--- src/rtl/keysched_pkg.sv ---
package keysched_pkg;

    typedef enum logic [2:0] {
        KS_IDLE,
        KS_LOAD,
        KS_ALIGN,
        KS_ROT,
        KS_GEN
    } ks_state_t;

    localparam logic [7:0] RC_FWD_START = 8'h01;
    localparam logic [7:0] RC_REV_START = 8'h36;
    localparam logic [7:0] RC_FWD_END   = 8'h6C;  // one forward step past 0x36
    localparam logic [7:0] RC_REV_END   = 8'h8D;  // one backward step past 0x01

    function automatic logic [7:0] gf_dbl(input logic [7:0] a);
        return {a[6:0], 1'b0} ^ (a[7] ? 8'h1B : 8'h00);
    endfunction

    function automatic logic [7:0] gf_half(input logic [7:0] a);
        return a[0] ? (((a ^ 8'h1B) >> 1) | 8'h80) : (a >> 1);
    endfunction

    function automatic logic [7:0] gf_mul(input logic [7:0] a, input logic [7:0] b);
        logic [7:0] acc;
        logic [7:0] sh;
        acc = 8'h00;
        sh  = a;
        for (int i = 0; i < 8; i++) begin
            if (b[i]) acc = acc ^ sh;
            sh = gf_dbl(sh);
        end
        return acc;
    endfunction

endpackage

--- src/rtl/ks_sbox.sv ---
module ks_sbox
    import keysched_pkg::*;
(
    input  logic [7:0] din,
    output logic [7:0] dout
);
    logic [7:0] inv;

    // Inversion as x^254 by square-and-multiply.
    always_comb begin
        logic [7:0] base;
        logic [7:0] res;
        base = din;
        res  = 8'h01;
        for (int i = 0; i < 8; i++) begin
            if (((8'd254 >> i) & 8'd1) != 8'd0) res = gf_mul(res, base);
            base = gf_mul(base, base);
        end
        inv = res;
    end

    assign dout = inv ^ {inv[6:0], inv[7]} ^ {inv[5:0], inv[7:6]}
                      ^ {inv[4:0], inv[7:5]} ^ {inv[3:0], inv[7:4]} ^ 8'h63;
endmodule

--- src/rtl/ks_rcon.sv ---
module ks_rcon
    import keysched_pkg::*;
(
    input  logic       clk,
    input  logic       rst_n,
    input  logic       init_fwd,
    input  logic       init_rev,
    input  logic       adv,
    input  logic       ret,
    output logic [7:0] rcon
);
    always_ff @(posedge clk or negedge rst_n) begin
        if (!rst_n)        rcon <= RC_FWD_START;
        else if (init_fwd) rcon <= RC_FWD_START;
        else if (init_rev) rcon <= RC_REV_START;
        else if (adv)      rcon <= gf_dbl(rcon);
        else if (ret)      rcon <= gf_half(rcon);
    end


    rcon_back_chk: assert property (@(posedge clk) disable iff (!rst_n)
        (ret && !adv && !init_fwd && !init_rev) |=> (gf_dbl(rcon) == $past(rcon)));
endmodule

--- src/rtl/ks_store.sv ---
module ks_store #(
    parameter int KEY_BYTES = 16
) (
    input  logic                      clk,
    input  logic                      rst_n,
    input  logic                      shift_en,
    input  logic                      sel_old,
    input  logic                      sel_feed,
    input  logic [7:0]                feed,
    output logic [KEY_BYTES-1:0][7:0] q
);
    logic [7:0]                appended;
    logic [KEY_BYTES-1:0][7:0] q_n;

    assign appended = (sel_old ? q[0] : 8'h00) ^ (sel_feed ? feed : 8'h00);

    for (genvar g = 0; g < KEY_BYTES - 1; g++) begin : g_shift
        assign q_n[g] = q[g+1];
    end
    assign q_n[KEY_BYTES-1] = appended;

    always_ff @(posedge clk or negedge rst_n) begin
        if (!rst_n)        q <= '0;
        else if (shift_en) q <= q_n;
    end


    wrap_rotate_chk: assert property (@(posedge clk) disable iff (!rst_n)
        (shift_en && sel_old && !sel_feed) |=> (q[KEY_BYTES-1] == $past(q[0])));
endmodule

--- src/rtl/keysched_serial.sv ---
module keysched_serial
    import keysched_pkg::*;
#(
    parameter int KEY_BYTES  = 16,
    parameter int WORD_BYTES = 4
) (
    input  logic       clk,
    input  logic       rst_n,
    input  logic [7:0] key_in,
    input  logic       load,
    input  logic       mode,
    input  logic       step,
    output logic [7:0] key_byte_out,
    output logic       done
);
    localparam int WORDS     = KEY_BYTES / WORD_BYTES;
    localparam int ROT_LEN   = 2 * WORD_BYTES;
    localparam int ALIGN_LEN = WORD_BYTES;
    localparam int CW        = $clog2(ROT_LEN);
    localparam int WW        = $clog2(WORDS);
    localparam int COL_IDX   = KEY_BYTES - WORD_BYTES;
    localparam int SB_IDX    = COL_IDX + 1;
    localparam int SB_LAST   = SB_IDX - WORD_BYTES;

    ks_state_t state_q, state_n;
    logic [CW-1:0] bcnt_q, bcnt_n;
    logic [WW-1:0] wcnt_q, wcnt_n;
    logic          rev_q;
    logic          round_end;
    logic          done_w;

    logic [KEY_BYTES-1:0][7:0] kq;
    logic [7:0] rcon;
    logic [7:0] sb_in, sb_out, feed;
    logic       shift_en, sel_old, sel_feed, f_word;

    ks_sbox u_sbox (.din(sb_in), .dout(sb_out));

    ks_rcon u_rcon (
        .clk     (clk),
        .rst_n   (rst_n),
        .init_fwd(load && !mode),
        .init_rev(load && mode),
        .adv     (round_end && !rev_q),
        .ret     (round_end && rev_q),
        .rcon    (rcon)
    );

    ks_store #(.KEY_BYTES(KEY_BYTES)) u_store (
        .clk     (clk),
        .rst_n   (rst_n),
        .shift_en(shift_en),
        .sel_old (sel_old),
        .sel_feed(sel_feed),
        .feed    (feed),
        .q       (kq)
    );

    assign done_w = (state_q == KS_IDLE) && (rcon == (rev_q ? RC_REV_END : RC_FWD_END));

    // Next-state logic
    always_comb begin
        state_n   = state_q;
        bcnt_n    = bcnt_q;
        wcnt_n    = wcnt_q;
        round_end = 1'b0;
        if (load) begin
            state_n = KS_LOAD;
            bcnt_n  = '0;
            wcnt_n  = '0;
        end else begin
            unique case (state_q)
                KS_IDLE: begin
                    if (step && !done_w) begin
                        state_n = rev_q ? KS_ROT : KS_GEN;
                        bcnt_n  = '0;
                        wcnt_n  = '0;
                    end
                end
                KS_LOAD: begin
                    state_n = rev_q ? KS_ALIGN : KS_IDLE;
                    bcnt_n  = '0;
                end
                KS_ALIGN: begin
                    bcnt_n = bcnt_q + 1'b1;
                    if (bcnt_q == CW'(ALIGN_LEN - 1)) begin
                        state_n = KS_IDLE;
                        bcnt_n  = '0;
                    end
                end
                KS_ROT: begin
                    bcnt_n = bcnt_q + 1'b1;
                    if (bcnt_q == CW'(ROT_LEN - 1)) begin
                        state_n = KS_GEN;
                        bcnt_n  = '0;
                    end
                end
                KS_GEN: begin
                    bcnt_n = bcnt_q + 1'b1;
                    if (bcnt_q == CW'(WORD_BYTES - 1)) begin
                        bcnt_n = '0;
                        wcnt_n = wcnt_q + 1'b1;
                        if (wcnt_q == WW'(WORDS - 1)) begin
                            state_n   = KS_IDLE;
                            round_end = 1'b1;
                        end else if (rev_q) begin
                            state_n = KS_ROT;
                        end
                    end
                end
                default: state_n = KS_IDLE;
            endcase
        end
    end

    // State register
    always_ff @(posedge clk or negedge rst_n) begin
        if (!rst_n) begin
            state_q <= KS_IDLE;
            bcnt_q  <= '0;
            wcnt_q  <= '0;
            rev_q   <= 1'b0;
        end else begin
            state_q <= state_n;
            bcnt_q  <= bcnt_n;
            wcnt_q  <= wcnt_n;
            if (load) rev_q <= mode;
        end
    end

    // Outputs and datapath controls
    always_comb begin
        f_word   = rev_q ? (wcnt_q == WW'(WORDS - 1)) : (wcnt_q == '0);
        sb_in    = (bcnt_q == CW'(WORD_BYTES - 1)) ? kq[SB_LAST] : kq[SB_IDX];
        shift_en = load || (state_q == KS_ALIGN) || (state_q == KS_ROT) || (state_q == KS_GEN);
        sel_feed = load || (state_q == KS_GEN);
        sel_old  = !load && shift_en;
        if (load)
            feed = key_in;
        else if (f_word)
            feed = sb_out ^ ((bcnt_q == '0) ? rcon : 8'h00);
        else
            feed = kq[COL_IDX];
        key_byte_out = kq[KEY_BYTES-1];
        done         = done_w;
    end


    load_append_chk: assert property (@(posedge clk) disable iff (!rst_n)
        load |=> (key_byte_out == $past(key_in)));


    step_ignored_chk: assert property (@(posedge clk) disable iff (!rst_n)
        (done && step && !load) |=> (done && $stable(key_byte_out)));


    rcon_hold_chk: assert property (@(posedge clk) disable iff (!rst_n)
        ((state_q == KS_ROT || state_q == KS_ALIGN) && !load) |=> $stable(rcon));


    done_after_gen_chk: assert property (@(posedge clk) disable iff (!rst_n)
        $rose(done) |-> ($past(state_q) == KS_GEN));
endmodule

--- config.mk ---
export PLATFORM = sky130hd
export DESIGN_NAME = keysched_serial
export DESIGN_NICKNAME = d
export VERILOG_FILES = /design/src/rtl/keysched_pkg.sv /design/src/rtl/ks_sbox.sv /design/src/rtl/ks_rcon.sv /design/src/rtl/ks_store.sv /design/src/rtl/keysched_serial.sv
export SDC_FILE = /design/constraint.sdc
export NUM_CORES = 1
export LEC_CHECK = 0
export BUFFER_PORTS_ARGS = -buffer_cell sky130_fd_sc_hd__buf_2
export CAP_MARGIN = 20
export CORE_ASPECT_RATIO = 1.25
export CORE_MARGIN = 4
export CORE_UTILIZATION = 60
export CTS_CLUSTER_DIAMETER = 150
export DETAILED_ROUTE_END_ITERATION = 10
export GPL_TIMING_DRIVEN = 0
export PLACE_DENSITY_LB_ADDON = 0.3
export SYNTH_ARGS = -nofsm -noshare
export SYNTH_HDL_FRONTEND = slang
export SYNTH_HIERARCHICAL = 1
export SYNTH_SLANG_ARGS = --single-unit
--- constraint.sdc ---
create_clock -name clk -period 19.5 [get_ports clk]
set_input_delay 0 -clock clk [delete_from_list [all_inputs] [get_ports clk]]
set_output_delay 0 -clock clk [all_outputs]
set_load 0.01 [all_outputs]
[Word-level counts from Yosys, hierarchy flattened]
Index checks and enable logic that the tools add are counted.
Word-level totals
  register bits after elaboration: 145
  output and inout port bits: 9
Cells by class
  $add $sub $neg: 2
  eq/ne operators: 13
  mux-type cells: 240
  bitwise operators: 198
  reduce and logical (&&, ||, !) cells: 25
Operators by type and width (count)
  bitwise XOR 8 bit: 189
  2-to-1 mux 8 bit: 117
  2-to-1 mux 5 bit: 93
  2-to-1 mux 3 bit: 13
  one-hot mux 3 bit (5 select lines): 1
  one-hot mux 3 bit (4 select lines): 1
  2-to-1 mux 2 bit: 5
  equality test 3 x 2 -> 1 bit (second input constant): 3
  inequality test 3 bit (second input constant): 3
  equality test 8 bit: 1
  NOT 4 bit: 2
  logical AND 1 bit: 7
  2-to-1 mux 7 bit: 1
  NOT 1 bit (first input constant): 7
  equality test 3 bit (second input constant): 2
  logical NOT 3 bit: 2
  2-to-1 mux 1 bit: 6
  2-to-1 mux 6 bit: 1
  AND reduction 5 bit: 1
  nonzero test 5 bit: 1
  logical NOT 1 bit: 4
  logical OR 1 bit: 4
  2-to-1 mux 4 bit: 1
  inequality test 4 bit (second input constant): 1
  12 further kinds: 12

[Logic depth before layout (Yosys ltp)]
  depth in word-level cells: 139
  gate-level depth with buffers: 69
  mapped depth without buffers: 59

[Hierarchy]
The synthesis kept the hierarchy.
Modules (own cells, without submodules)
  ks_sbox: instances 1, cells each 1942, area an instance 15220.8 um2, sequential area each 0.0 um2
  ks_store: instances 1, cells each 305, area an instance 4958.5 um2, sequential area each 3203.1 um2
  keysched_serial: instances 1, cells each 144, area an instance 1217.4 um2, sequential area each 225.2 um2
  ks_rcon: instances 1, cells each 46, area an instance 483.0 um2, sequential area each 201.4 um2

[Least setup slack after synthesis]
Ideal clock, no wire load.
  path type: register to register
  start: register bcnt_q[0]
  end: register u_store/q[121] (netlist name)
  library setup time: 126 ps
  data arrival time: 15960 ps
  required time: 19374 ps
  path slack: 3414 ps
  stages on the path, launching flop included: 66
  period minus slack after synthesis: 16086 ps
  cell sequence: dfrtp_1 -> ha_1 -> ha_1 -> buf_1 -> mux2_2 -> ha_1 -> nand2_1 -> xor2_1 -> inv_2 -> buf_1 -> clkbuf_1 -> ha_1 -> buf_1 -> nand2_1 -> xor2_1 -> xnor2_1 -> clkinv_1 -> buf_1 -> (+30 left out) -> o211a_1 -> a21oi_1 -> xnor2_4 -> inv_2 -> xnor2_2 -> xor2_2 -> nor2_1 -> xnor3_1 -> xnor2_1 -> xnor3_1 -> xnor3_1 -> xnor2_1 -> xnor2_1 -> mux2i_1 -> o21ai_1 -> nand2_1 -> xnor2_1 -> a21oi_1
Between the ends
  longest elaborated chain between the ends: 136
  elaborated cells between the ends (all ways): 399
  classes of those cells: 1 x eq/ne; 208 x mux; 189 x bitwise; 1 x reduce/logical
Ends and longest elaborated chain
  from (decl): line keysched_serial.sv:26  | logic [CW-1:0] bcnt_q, bcnt_n;
  from (signal assigned): line keysched_serial.sv:125  | bcnt_q <= bcnt_n;
  equality test 3 x 2 -> 1 bit (*): line keysched_serial.sv:134  | sb_in = (bcnt_q == CW'(WORD_BYTES - 1)) ? kq[SB_LAST] : kq[SB_IDX];
  2-to-1 mux 8 bit (*): line keysched_serial.sv:134
  via sb_in[0]: line keysched_serial.sv:34  | logic [7:0] sb_in, sb_out, feed;
  2-to-1 mux 8 bit: line keysched_pkg.sv:30  | if (b[i]) acc = acc ^ sh;
  bitwise XOR 8 bit: line keysched_pkg.sv:30
  2-to-1 mux 8 bit: line keysched_pkg.sv:30
  bitwise XOR 8 bit: line keysched_pkg.sv:30
  2-to-1 mux 8 bit: line keysched_pkg.sv:30
  (+123 left out)
  NOT 4 bit (no line) (*)
  via sb_out[1]: line keysched_serial.sv:34
  bitwise XOR 8 bit (*): line keysched_serial.sv:141  | feed = sb_out ^ ((bcnt_q == '0) ? rcon : 8'h00);
  2-to-1 mux 8 bit (*): line keysched_serial.sv:140  | else if (f_word)
  2-to-1 mux 8 bit (*): line keysched_serial.sv:138  | if (load)
  via feed[1]: line keysched_serial.sv:34
  2-to-1 mux 8 bit (*): line ks_store.sv:15  | assign appended = (sel_old ? q[0] : 8'h00) ^ (sel_feed ? feed : 8'h00);
  bitwise XOR 8 bit (*): line ks_store.sv:15
  to (signal assigned): line ks_store.sv:24  | else if (shift_en) q <= q_n;
  to (decl): line ks_store.sv:10  | output logic [KEY_BYTES-1:0][7:0] q
Mark *: on every way through the listed nets, which the timed path passes. The rest lies on a longest branch.
A chain may end at the register's enable or synchronous reset.

[Final worst setup path]
  start: register bcnt_q[2]
  end: register u_store/q[120] (netlist name)
Between the ends
  longest elaborated chain between the ends: 136
  elaborated cells between the ends (all ways): 399
  classes of those cells: 1 x eq/ne; 208 x mux; 189 x bitwise; 1 x reduce/logical
Ends and longest elaborated chain (line)
  equality test 3 x 2 -> 1 bit (*): keysched_serial.sv:134
  2-to-1 mux 8 bit (*): keysched_serial.sv:134
  via sb_in[7]: keysched_serial.sv:34
  2-to-1 mux 5 bit or 2-to-1 mux 8 bit (tied branches): keysched_pkg.sv:17, keysched_pkg.sv:30
  bitwise XOR 8 bit, on equally long branches: keysched_pkg.sv:17, keysched_pkg.sv:30
  bitwise XOR 8 bit or 2-to-1 mux 8 bit (tied branches): keysched_pkg.sv:30
  2-to-1 mux 8 bit or bitwise XOR 8 bit (tied branches): keysched_pkg.sv:30
  bitwise XOR 8 bit or 2-to-1 mux 8 bit (tied branches): keysched_pkg.sv:30
  (+123 left out)
  NOT 4 bit (no line) (*)
  via sb_out[0]: keysched_serial.sv:34
  bitwise XOR 8 bit (*): keysched_serial.sv:141
  2-to-1 mux 8 bit (*): keysched_serial.sv:140
  2-to-1 mux 8 bit (*): keysched_serial.sv:138
  via feed[0]: keysched_serial.sv:34
  2-to-1 mux 8 bit (*): ks_store.sv:15
  bitwise XOR 8 bit (*): ks_store.sv:15
Marked as above.

==> results.cfg <==
[clock_network]
root_buffer = clkbuf_16
h-tree-depth = 4
cts_tree = done
path_clk_slew_ns = 0.07
numCtsBuffers = 17
clock_path_buffers = 2
clock_latency_ns = 0.42
cts_setup_buffers = 0
cts.sinks = 145

[global_route]
grt_overflow_total = 0
first_global_vias = 18200
grt_pass1_wl_um = 96000
antenna_found_initial = 0
grt_usage_pct = 29.4
grt_max_degree = 92

[synthesis]
synth_common_cells = xnor2_1 (369), nor2_1 (292), nand2_1 (229)
synth_top_flop_cell = dfrtp_1
synth_top_area_share_pct = 16.5
synth.cell_area_mm2 = 0.0219
syn-num-nets = 2464
syn_inst = 2437
yosysWarnings = 6
yosysSeqAreaShare_pct = 16.6
synthTopCellsByArea = dfrtp_1 (16%), xnor2_1 (15%), xnor3_1 (9.2%)
synth_cell_types = 123
ys_seq_elements = 145
yosys.cell_count.top_type = xnor2_1
avgSynthCellArea_um2 = 8.98
synth_edf_count = 0
async_flop_share_pct = 100
synth.largest_area_cell = dfrtp_1

[cells_and_area]
drive_gt1_share_pct = 17.6
fin_nets = 2508
diodes = 0
final_util_pct = 65.4
final_cell_count_no_fill = 2968
syn_to_final_growth_pct = 6.82

[hold_path]
hp-class = primary input to flip-flop
holdPathStages = 4

[critical_path]
path_common_cell = xnor2_1
arrival_ns = 18.72
worstSetupStartpointType = flip-flop
cp_slowest_stage_delay_ns = 0.77
cp-end-kind = flip-flop
path_max_fanout = 12
crit_required_ns = 19.79
critPathKind = flip-flop to flip-flop
worstRegToRegCells = 62
slowest_stage = a2111oi_0

[sta]
fin_crit_ns = 18.43
drv_slew = 0
post-route-period-util_pct = 94.5
tightest_slew_ns = 1.20
fin_skew_ns = 0.0106
hold_viol = 0
slew_headroom_pct = 19.5
finalSetupViolations = 0
rsz0062_at_grt = no
max_freq_mhz = 54.3
setup_tns_ns = 0

[route]
drt-pass1-iter-count = 6
drt-total-wl_um = 59600
wl_per_cell_um = 20.1
vias = 18400
antenna_left = 0
vias_per_cell = 6.21
initialDrtViolationCount = 1618
drcViolationCount = 0

[die]
die_w_um = 179
core_area_mm2 = 0.0357
rows = 77
num_io_pins = 22
initial_core_util_pct = 61.2
die_area_mm2 = 0.0396
die_h_um = 222

[outcome]
status = complete, no violations

[job]
maxCapViolCount = 0

[place]
io_buffers = 21
placed_cells = 2934
gp_congestion = 0.975
hpwl_um = 44600
-- logic make-up after synthesis --
logic type | synth area share, %
muxes | 11.4
DFF | 16.6
xor gates and xnor gates | 36.5
AOI/OAI and AO/OA | 13.4
adders and majority gates | 0.846
buffers and inverters | 4.46
and+or+nand+nor | 16.9
-- path summary, 6_finish.rpt --
path,startpoint,end,slack (ns)
hold reg to reg,u_store/q[118]$_DFFE_PN0P_,u_store/q[110]$_DFFE_PN0P_,0.50
hold / removal,step,state_q[2]$_DFFE_PN0P_,0.09
setup reg to reg,bcnt_q[2]$_DFFE_PN0P_,u_store/q[120]$_DFFE_PN0P_,1.07
setup / recovery,bcnt_q[2]$_DFFE_PN0P_,u_store/q[120]$_DFFE_PN0P_,1.07
min in group asynchronous,rst_n,u_store/q[22]$_DFFE_PN0P_,0.11
max in group asynchronous,rst_n,u_rcon/rcon[0]$_DFFE_PN1P_,18.54
-- worst max-delay path, delay by kind of cell, from the launching register on --
kind,cells,cell delay (ns)
XOR/XNOR,17,5.77
multiplexers,7,1.62
buffers and inverters,9,2.23
AO/OA/AOI/OAI,14,4.44
adder cells (fa/ha/maj),3,0.98
flip-flops,1,0.54
AND/OR/NAND/NOR,12,2.66
-- per-layer routing --
layer	part of all wire (%)	up-vias	global-route usage, %	wire (um)
li1	-	8593	-	-
met1	40	8961	36.9	23900
met2	51	701	52.1	30500
met3	5.0	178	2.95	2950
met4	3.8	0	10.7	2250
met5	0	-	0	0
-- cell type report --
class	instances	area (um2)
plain buffers	164	862
clock buffers	19	443
clock inverters	13	116
fillers	2949	12400
inverters	30	113
multi-input cells	2096	17400
flip-flops and latches	145	3630
well taps	474	593
repair buffers	27	181
-- through the flow --
step	instance area (um2)	hold slack [ns]	setup WS, ns
after floorplan	21900	-0.296	3.41
after global placement	22600	0.402	-0.278
after detailed placement	22600	-0.0131	-0.619
after CTS	23200	0.0687	0.00107
after global routing	23400	0.125	0.133
final	23400	0.0873	1.07
-- cells in the final DEF (no fill, tap or decap), drive strengths merged, types with 23 or more instances in the layout --
| cell type | count |
|---|---|
| a21oi | 95 |
| buf | 114 |
| clkbuf | 94 |
| dfrtp | 144 |
| inv | 37 |
| mux2 | 145 |
| mux2i | 74 |
| nand2 | 230 |
| nand2b | 26 |
| nand3 | 46 |
| nor2 | 300 |
| nor2b | 23 |
| nor3 | 59 |
| o21ai | 85 |
| o22ai | 29 |
| xnor2 | 424 |
| xnor3 | 100 |
| xor2 | 107 |
-- repair_timing --
item / CTS / global route
pin swaps: 0 / 1
hold buffers: 2 / 0
hold endpoints to repair: 55 / 0
setup endpoints to repair: 8 / 8
gates resized for setup: 3 / 28
-- flip-flops by register name (all words and copies together) (netlist names) --
name,cells
u_store/q,128
u_rcon/rcon,8
bcnt_q,3
state_q,3
wcnt_q,2
rev_q,1
Power is not shown: default switching activity piles up to over one toggle a cycle in this logic, so the estimate is an artifact.
